**config.mk**
```make
export PLATFORM = sky130hd
export DESIGN_NAME = split_word_counter
export DESIGN_NICKNAME = d
export VERILOG_FILES = /design/src/rtl/sac_pkg.sv /design/src/rtl/sac_stage_reg.sv /design/src/rtl/sac_count_core.sv /design/src/rtl/sac_cmp_bank.sv /design/src/rtl/sac_ovf_csr.sv /design/src/rtl/split_word_counter.sv
export SDC_FILE = /design/constraint.sdc
export NUM_CORES = 1
export LEC_CHECK = 0
export ABC_AREA = 1
export BUFFER_PORTS_ARGS = -buffer_cell sky130_fd_sc_hd__buf_2
export CAP_MARGIN = 20
export CORE_UTILIZATION = 57
export CTS_CLUSTER_DIAMETER = 120
export DETAILED_ROUTE_END_ITERATION = 10
export PLACE_DENSITY_LB_ADDON = 0.12
export SYNTH_ARGS = -nofsm -noshare
export SYNTH_HDL_FRONTEND = slang
export SYNTH_HIERARCHICAL = 1
export SYNTH_SLANG_ARGS = --single-unit
```
**constraint.sdc**
```tcl
create_clock -name clk_i -period 5 [get_ports clk_i]
set_clock_uncertainty 0.05 [all_clocks]
set_input_delay 0.75 -clock clk_i [delete_from_list [all_inputs] [get_ports clk_i]]
set_output_delay 0.75 -clock clk_i [all_outputs]
set_load 0.1 [all_outputs]
```
**src/rtl/sac_pkg.sv**
```systemverilog
`timescale 1ns/1ps
package sac_pkg;
  parameter int unsigned SAC_BYTE_W = 8;

  // Source of the next counter value, in priority order
  typedef enum logic [1:0] {
    NXT_HOLD  = 2'd0,
    NXT_STEP  = 2'd1,
    NXT_CLEAR = 2'd2,
    NXT_LOAD  = 2'd3
  } nxt_src_e;
endpackage

```
**src/rtl/sac_stage_reg.sv**
```systemverilog
`timescale 1ns/1ps
module sac_stage_reg #(
  parameter int unsigned BYTE_W = sac_pkg::SAC_BYTE_W
) (
  input  logic              clk_i,
  input  logic              rst_ni,
  input  logic              hi_wr_i,
  input  logic [BYTE_W-1:0] wdata_i,
  input  logic              snap_i,
  input  logic [BYTE_W-1:0] snap_val_i,
  output logic [BYTE_W-1:0] stage_o
);
  logic [BYTE_W-1:0] stage_q;

  always_ff @(posedge clk_i or negedge rst_ni) begin
    if (!rst_ni)      stage_q <= '0;
    else if (hi_wr_i) stage_q <= wdata_i;
    else if (snap_i)  stage_q <= snap_val_i;
  end

  assign stage_o = stage_q;

  AST_STAGE_SNAP: assert property (@(posedge clk_i) disable iff (!rst_ni)
    (snap_i && !hi_wr_i) |=> stage_o == $past(snap_val_i));
  AST_STAGE_HOLD: assert property (@(posedge clk_i) disable iff (!rst_ni)
    (!snap_i && !hi_wr_i) |=> $stable(stage_o));
endmodule

```
**src/rtl/sac_count_core.sv**
```systemverilog
`timescale 1ns/1ps
module sac_count_core #(
  parameter int unsigned WORD_W = 16,
  parameter int unsigned CS_W   = 3
) (
  input  logic              clk_i,
  input  logic              rst_ni,
  input  logic              tick_i,
  input  logic [CS_W-1:0]   clk_sel_i,
  input  logic              dir_up_i,
  input  logic              clear_i,
  input  logic              load_i,
  input  logic [WORD_W-1:0] load_val_i,
  output logic [WORD_W-1:0] count_o,
  output logic              top_o,
  output logic              bottom_o,
  output logic              wrap_up_o
);
  import sac_pkg::*;

  localparam logic [WORD_W-1:0] MAX_VAL = {WORD_W{1'b1}};
  localparam logic [WORD_W-1:0] ONE     = WORD_W'(1);

  logic [WORD_W-1:0] cnt_q, cnt_d;
  logic              step_en;
  nxt_src_e          src;

  assign step_en = tick_i && (clk_sel_i != '0);

  always_comb begin
    if (load_i)       src = NXT_LOAD;
    else if (clear_i) src = NXT_CLEAR;
    else if (step_en) src = NXT_STEP;
    else              src = NXT_HOLD;
  end

  always_comb begin
    unique case (src)
      NXT_LOAD:  cnt_d = load_val_i;
      NXT_CLEAR: cnt_d = '0;
      NXT_STEP:  cnt_d = dir_up_i ? cnt_q + ONE : cnt_q - ONE;
      default:   cnt_d = cnt_q;
    endcase
  end

  always_ff @(posedge clk_i or negedge rst_ni) begin
    if (!rst_ni) cnt_q <= '0;
    else         cnt_q <= cnt_d;
  end

  assign count_o   = cnt_q;
  assign top_o     = (cnt_q == MAX_VAL);
  assign bottom_o  = (cnt_q == '0);
  assign wrap_up_o = (src == NXT_STEP) && dir_up_i && top_o;

  AST_LOAD_WINS: assert property (@(posedge clk_i) disable iff (!rst_ni)
    load_i |=> count_o == $past(load_val_i));
  AST_CLEAR_ZERO: assert property (@(posedge clk_i) disable iff (!rst_ni)
    (clear_i && !load_i) |=> bottom_o);
  AST_IDLE_HOLD: assert property (@(posedge clk_i) disable iff (!rst_ni)
    (!load_i && !clear_i && clk_sel_i == '0) |=> $stable(count_o));
  AST_STEP_ONE: assert property (@(posedge clk_i) disable iff (!rst_ni)
    (!load_i && !clear_i && tick_i && clk_sel_i != '0 && dir_up_i)
      |=> count_o == $past(count_o) + ONE);
  AST_WRAP_TO_BOTTOM: assert property (@(posedge clk_i) disable iff (!rst_ni)
    wrap_up_o |=> bottom_o);
endmodule

```
**src/rtl/sac_cmp_bank.sv**
```systemverilog
`timescale 1ns/1ps
module sac_cmp_bank #(
  parameter int unsigned WORD_W  = 16,
  parameter int unsigned NUM_CMP = 3
) (
  input  logic                           clk_i,
  input  logic                           rst_ni,
  input  logic [NUM_CMP-1:0]             lo_wr_i,
  input  logic [WORD_W-1:0]              word_i,
  output logic [NUM_CMP-1:0][WORD_W-1:0] cmp_o
);
  for (genvar k = 0; k < NUM_CMP; k++) begin : g_cmp
    logic [WORD_W-1:0] val_q;

    always_ff @(posedge clk_i or negedge rst_ni) begin
      if (!rst_ni)         val_q <= '0;
      else if (lo_wr_i[k]) val_q <= word_i;
    end

    assign cmp_o[k] = val_q;

    AST_CMP_LOAD: assert property (@(posedge clk_i) disable iff (!rst_ni)
      lo_wr_i[k] |=> cmp_o[k] == $past(word_i));
    AST_CMP_KEEP: assert property (@(posedge clk_i) disable iff (!rst_ni)
      !lo_wr_i[k] |=> $stable(cmp_o[k]));
  end
endmodule

```
**src/rtl/sac_ovf_csr.sv**
```systemverilog
`timescale 1ns/1ps
module sac_ovf_csr (
  input  logic clk_i,
  input  logic rst_ni,
  input  logic wrap_i,
  input  logic flag_clr_i,
  input  logic en_wr_i,
  input  logic en_val_i,
  output logic flag_o,
  output logic en_o,
  output logic irq_o
);
  logic flag_q, en_q;

  always_ff @(posedge clk_i or negedge rst_ni) begin
    if (!rst_ni) begin
      flag_q <= 1'b0;
      en_q   <= 1'b0;
    end else begin
      // set beats software clear
      if (wrap_i)          flag_q <= 1'b1;
      else if (flag_clr_i) flag_q <= 1'b0;
      if (en_wr_i)         en_q   <= en_val_i;
    end
  end

  assign flag_o = flag_q;
  assign en_o   = en_q;
  assign irq_o  = flag_q && en_q;

  AST_FLAG_SET: assert property (@(posedge clk_i) disable iff (!rst_ni)
    wrap_i |=> flag_o);
  AST_FLAG_W1C: assert property (@(posedge clk_i) disable iff (!rst_ni)
    (flag_clr_i && !wrap_i) |=> !flag_o);
  AST_FLAG_STICKY: assert property (@(posedge clk_i) disable iff (!rst_ni)
    (!flag_clr_i && flag_o) |=> flag_o);
endmodule

```
**src/rtl/split_word_counter.sv**
```systemverilog
`timescale 1ns/1ps
module split_word_counter #(
  parameter int unsigned BYTE_W  = sac_pkg::SAC_BYTE_W,
  parameter int unsigned NUM_CMP = 3,
  parameter int unsigned CS_W    = 3,
  parameter int unsigned ADDR_W  = 4
) (
  input  logic              clk_i,
  input  logic              rst_ni,
  input  logic              wr_en_i,
  input  logic              rd_en_i,
  input  logic [ADDR_W-1:0] addr_i,
  input  logic [BYTE_W-1:0] wdata_i,
  output logic [BYTE_W-1:0] rdata_o,
  input  logic              tick_i,
  input  logic [CS_W-1:0]   clk_sel_i,
  input  logic              dir_up_i,
  input  logic              clear_i,
  output logic              top_o,
  output logic              bottom_o,
  output logic              ovf_irq_o
);
  localparam int unsigned WORD_W    = 2 * BYTE_W;
  localparam int unsigned FLAG_ADDR = 2 + 2 * NUM_CMP;
  localparam int unsigned EN_ADDR   = FLAG_ADDR + 1;
  localparam logic [ADDR_W-1:0] A_CNT_LO = '0;
  localparam logic [ADDR_W-1:0] A_CNT_HI = ADDR_W'(1);
  localparam logic [ADDR_W-1:0] A_FLAG   = ADDR_W'(FLAG_ADDR);
  localparam logic [ADDR_W-1:0] A_EN     = ADDR_W'(EN_ADDR);

  logic                           hi_wr, cnt_lo_wr, cnt_lo_rd;
  logic                           flag_clr, en_wr;
  logic [NUM_CMP-1:0]             cmp_lo_wr;
  logic [BYTE_W-1:0]              stage;
  logic [WORD_W-1:0]              count, staged_word;
  logic [NUM_CMP-1:0][WORD_W-1:0] cmp;
  logic                           wrap_up, flag, irq_en;

  // odd addresses below the flag are high-byte slots
  assign hi_wr     = wr_en_i && addr_i[0] && (addr_i < A_FLAG);
  assign cnt_lo_wr = wr_en_i && (addr_i == A_CNT_LO);
  assign cnt_lo_rd = rd_en_i && (addr_i == A_CNT_LO);
  assign flag_clr  = wr_en_i && (addr_i == A_FLAG) && wdata_i[0];
  assign en_wr     = wr_en_i && (addr_i == A_EN);

  for (genvar k = 0; k < NUM_CMP; k++) begin : g_dec
    assign cmp_lo_wr[k] = wr_en_i && (addr_i == ADDR_W'(2 + 2 * k));
  end

  assign staged_word = {stage, wdata_i};

  sac_stage_reg #(.BYTE_W(BYTE_W)) u_stage (
    .clk_i      (clk_i),
    .rst_ni     (rst_ni),
    .hi_wr_i    (hi_wr),
    .wdata_i    (wdata_i),
    .snap_i     (cnt_lo_rd),
    .snap_val_i (count[WORD_W-1:BYTE_W]),
    .stage_o    (stage)
  );

  sac_count_core #(.WORD_W(WORD_W), .CS_W(CS_W)) u_core (
    .clk_i      (clk_i),
    .rst_ni     (rst_ni),
    .tick_i     (tick_i),
    .clk_sel_i  (clk_sel_i),
    .dir_up_i   (dir_up_i),
    .clear_i    (clear_i),
    .load_i     (cnt_lo_wr),
    .load_val_i (staged_word),
    .count_o    (count),
    .top_o      (top_o),
    .bottom_o   (bottom_o),
    .wrap_up_o  (wrap_up)
  );

  sac_cmp_bank #(.WORD_W(WORD_W), .NUM_CMP(NUM_CMP)) u_cmp (
    .clk_i   (clk_i),
    .rst_ni  (rst_ni),
    .lo_wr_i (cmp_lo_wr),
    .word_i  (staged_word),
    .cmp_o   (cmp)
  );

  sac_ovf_csr u_csr (
    .clk_i      (clk_i),
    .rst_ni     (rst_ni),
    .wrap_i     (wrap_up),
    .flag_clr_i (flag_clr),
    .en_wr_i    (en_wr),
    .en_val_i   (wdata_i[0]),
    .flag_o     (flag),
    .en_o       (irq_en),
    .irq_o      (ovf_irq_o)
  );

  always_comb begin
    rdata_o = '0;
    if (rd_en_i) begin
      if (addr_i == A_CNT_LO)      rdata_o = count[BYTE_W-1:0];
      else if (addr_i == A_CNT_HI) rdata_o = stage;
      else if (addr_i == A_FLAG)   rdata_o = BYTE_W'(flag);
      else if (addr_i == A_EN)     rdata_o = BYTE_W'(irq_en);
      for (int k = 0; k < NUM_CMP; k++) begin
        if (addr_i == ADDR_W'(2 + 2 * k)) rdata_o = cmp[k][BYTE_W-1:0];
        if (addr_i == ADDR_W'(3 + 2 * k)) rdata_o = cmp[k][WORD_W-1:BYTE_W];
      end
    end
  end

  AST_HI_WRITE_NO_LOAD: assert property (@(posedge clk_i) disable iff (!rst_ni)
    (hi_wr && !clear_i && !tick_i) |=> $stable(count));
  AST_IRQ_NEEDS_EN: assert property (@(posedge clk_i) disable iff (!rst_ni)
    (!irq_en && !en_wr) |=> !ovf_irq_o);
endmodule

```
==> run_results.csv <==
group,metric,value,unit
synth,yosysWarnings,6,
global_route,grt_first_pass_wirelength,21060,um
critical_path,critPathMaxFanout,8,
pwr,power_frac_comb,27.3,%
synth,synth_top_area_cell,"dfrtp_1",
finish,diodes,0,
pwr,ir_drop,0.1386,mV
finish,multi_input_area,0.002586,mm^2
cts,cts.sinks,74,
place,io_buffers,32,
cts,cts_setup_buffers,0,
synth,synthArstFlopShare,100.0,%
sta,worstMarginPinSlew,933.0,ps
sta,post-route-min-period,3297,ps
drt,highest_layer,"met4",
sta,rsz0062_at_grt,"no",
status,outcome,"finished, final reports clean",
cts,numCtsBuffers,9,
synth,synth_common_cells,"274 x nand2_1, 74 x dfrtp_1, 62 x inv_1",
place,hpwlAfterDp,9551,um
drt,drt_iter0_markers,358,
drt,avgRoutedWirePerCell,15.58,um
synth,synth_area_leaders,"dfrtp_1 38%, nand2_1 21%, a21oi_1 5.5%",
sta,period_share,65.95,%
sta,max_slew_margin,37.80,%
global_route,grt_pass1_vias,4405,
critical_path,setup.worst_path.end_class,"output pin",
synth,avgSynthCellArea,7.143,um^2
synth,yosysSeqAreaShare,37.74,%
pwr,clkPwrFrac,26.8,%
critical_path,critPathMaxStageDelay,580,ps
critical_path,crit_start,"addr_i[3]",
cts,cts_tree,"yes",
critical_path,cp.required,4200,ps
critical_path,cp-endpoint,"rdata_o[3]",
critical_path,cp-start-kind,"input pin",
synth,ys_seq_elements,74,
sta,fmax,0.3033,GHz
critical_path,reg2regPathDepth,9,
global_route,track_usage,30.99,%
finish,final_util,63.89,%
global_route,grt_max_degree,75,
drt,via_count,4558,
cts,htree_levels,3,
critical_path,crit_chain,"buf_2 > inv_2 > nand2_2 > nor3_2 > a21oi_1 > a21oi_2 > buf_2",
critical_path,critPathMostFrequentCell,"buf_2",
finish,finalInstanceArea,0.005276,mm^2
cts,worstSkewPairLatency,350,ps
cts,cts.path.max_buffers,2,
place,place_area,0.005076,mm^2
floorplan,die_x,94.79,um
finish,finalNonFillerCells,827,
pwr,seqPwrFrac,45.9,%
synth,synth_area,0.004907,mm^2
pwr,p_int,1.165,mW
global_route,antenna_found_initial,0,
pwr,netSwitchingPower,0.6467,mW
sta,finalHoldViolations,0,
floorplan,boundaryPins,33,
drt,drtPass1Iterations,4,
synth,synth_compound_gate_area_share,10.58,%
finish,area_growth,7.522,%
global_route,grt_overflow_total,0,
critical_path,r2r_slack,3160,ps
pwr,power_density,343.3,mW/mm^2
finish,fin_nets,757,
cts,post_cts_resized,0,
synth,synth_ff_type,"dfrtp_1",
floorplan,die_area,0.008984,mm^2
synth,synth_top_family_by_area,"simple AND/OR/NAND/NOR gates",
worst_hold_path,worstHoldPathType,"flop to flop",
synth,synthSimpleGateAreaFrac,37.23,%
synth,synthDistinctLibCells,43,
critical_path,critical_path_buf_inv_count,3,
critical_path,arrival,2500,ps
drt,vias_per_cell,5.511,
synth,synth-xor-area-share,0.1785,%
critical_path,r2r_end,"u_core/count_o[10]",
drt,final_antenna_net_count,0,
place,gp_congestion,0.9213,
pwr,switching_share,35.70,%
critical_path,critPathTopFamily,"simple AND/OR/NAND/NOR gates",
pwr,leakage,2.778,nW
critical_path,crit_type,"input pin to output pin",
critical_path,worstReg2RegStart,"u_core/count_o[0]",
finish,regArea,0.001852,mm^2
place,pre_cts_slack,1690,ps
critical_path,cp_slowest_cell,"nor3_2",
drt,wl_met1,5515,um
synth,synth_edf_count,0,
sta,setup_slack,1703,ps
synth,mappedNetlistNets,726,
sta,setup_tns,0,ps
cts,clk_pin_slew,60,ps
floorplan,die_h,94.79,um
synth,synthCells,687,
floorplan,placement_rows,33,
drt,wl_met3,446,um
synth,synth_fa_ha_area_share,4.488,%
finish,drive_gt1_share,16.48,%
drt,met2_wirelength,6564,um
finish,fillers,778,
synth,synth_top_area_share,37.74,%
floorplan,initial_core_util,59.42,%
place,placed_cells,812,
critical_path,cp_num_cells,7,
pwr,total_power,1.811,mW
sta,drv_slew,0,
job,drv_cap,0,
floorplan,fp.coreArea,0.008258,mm^2
synth,synth.most_common_cell,"nand2_1",
synth,synthMuxAreaShare,0,%
sta,whs,420.0,ps
cts,root_buffer,"clkbuf_8",
drt,drc,0,
drt,wirelength,12880,um
cts,cts_hold_buf,0,
sta,finalSetupViolations,0,
[cells in the final DEF, fill, tap and decap left out, types with 6 or more instances in the layout]
cell type,netlist,final
nor3_2,5,6
nand2_2,22,22
clkbuf_8,0,9
nor2_1,25,25
a21oi_1,54,54
inv_1,62,62
nor4_1,7,6
nand2_1,274,274
inv_2,12,12
nand4_1,8,8
a21oi_2,10,10
buf_2,2,31
dfrtp_1,74,74
nand3_1,44,44
o21ai_0,12,12
nor2_4,6,6
ha_1,16,16
[flip-flops by register name, indices dropped and copies added, names as in the netlist]
register / count
u_core/count_o: 16
u_csr/en_o: 1
u_stage/stage_o: 8
u_cmp/g_cmp.val_q: 48
u_csr/flag_o: 1
[per-layer routing]
metal  vias to the layer above  track usage (%)
met1                      2166            37.59
li1                       2254                -
met5                         -                0
met3                        29            4.267
met4                         0            14.27
met2                       109            54.20
[cells by family after synthesis]
family | Yosys count
buffers and inverters | 95
adder cells (fa/ha/maj) | 17
AND/OR/NAND/NOR | 410
XOR/XNOR | 1
AO/OA/AOI/OAI | 90
flip-flops | 74
[area by class of cell]
class | instances | area share, %
clock buffer | 12 | 2.561
sequential | 74 | 35.10
tap | 105 | 2.490
multi-input combinational | 518 | 49.02
timing repair buffer | 36 | 3.652
clock inverter | 3 | 1.233
inverter | 79 | 5.952
[worst register-to-register path: cells and delay by family, from the launching register on]
| kind | cells | cell delay (ps) |
|---|---|---|
| simple gates | 7 | 680 |
| flops | 1 | 470 |
| fa+ha+maj | 1 | 460 |
| compound gates | 1 | 80 |
[worst min-delay path by stage]
stage / startpoint / endpoint / slack (ps) / cells after the start
2_1_floorplan: u_cmp/g_cmp[0].val_q[0] / u_cmp/g_cmp[0].val_q[0] / 380 / 2
3_3_place_gp: u_cmp/g_cmp[0].val_q[0] / u_cmp/g_cmp[0].val_q[0] / 400 / 2
3_5_place_dp: u_cmp/g_cmp[2].val_q[15] / u_cmp/g_cmp[2].val_q[15] / 410 / 2
4_1_cts: u_cmp/g_cmp[2].val_q[15] / u_cmp/g_cmp[2].val_q[15] / 420 / 2
5_1_grt: u_cmp/g_cmp[0].val_q[9] / u_cmp/g_cmp[0].val_q[9] / 450 / 2
6_report: u_cmp/g_cmp[2].val_q[15] / u_cmp/g_cmp[2].val_q[15] / 420 / 2
[power by group through the flow]
stage | Clock (mW) | Combinational (mW) | Sequential (mW)
2_1_floorplan | 0 | 0.382 | 0.800
3_3_place_gp | 0 | 0.472 | 0.836
3_5_place_dp | 0 | 0.489 | 0.841
4_1_cts | 0.494 | 0.492 | 0.830
5_1_grt | 0.522 | 0.561 | 0.844
6_report | 0.486 | 0.495 | 0.831
No activity file was read; power rests on OpenSTA's default activity.
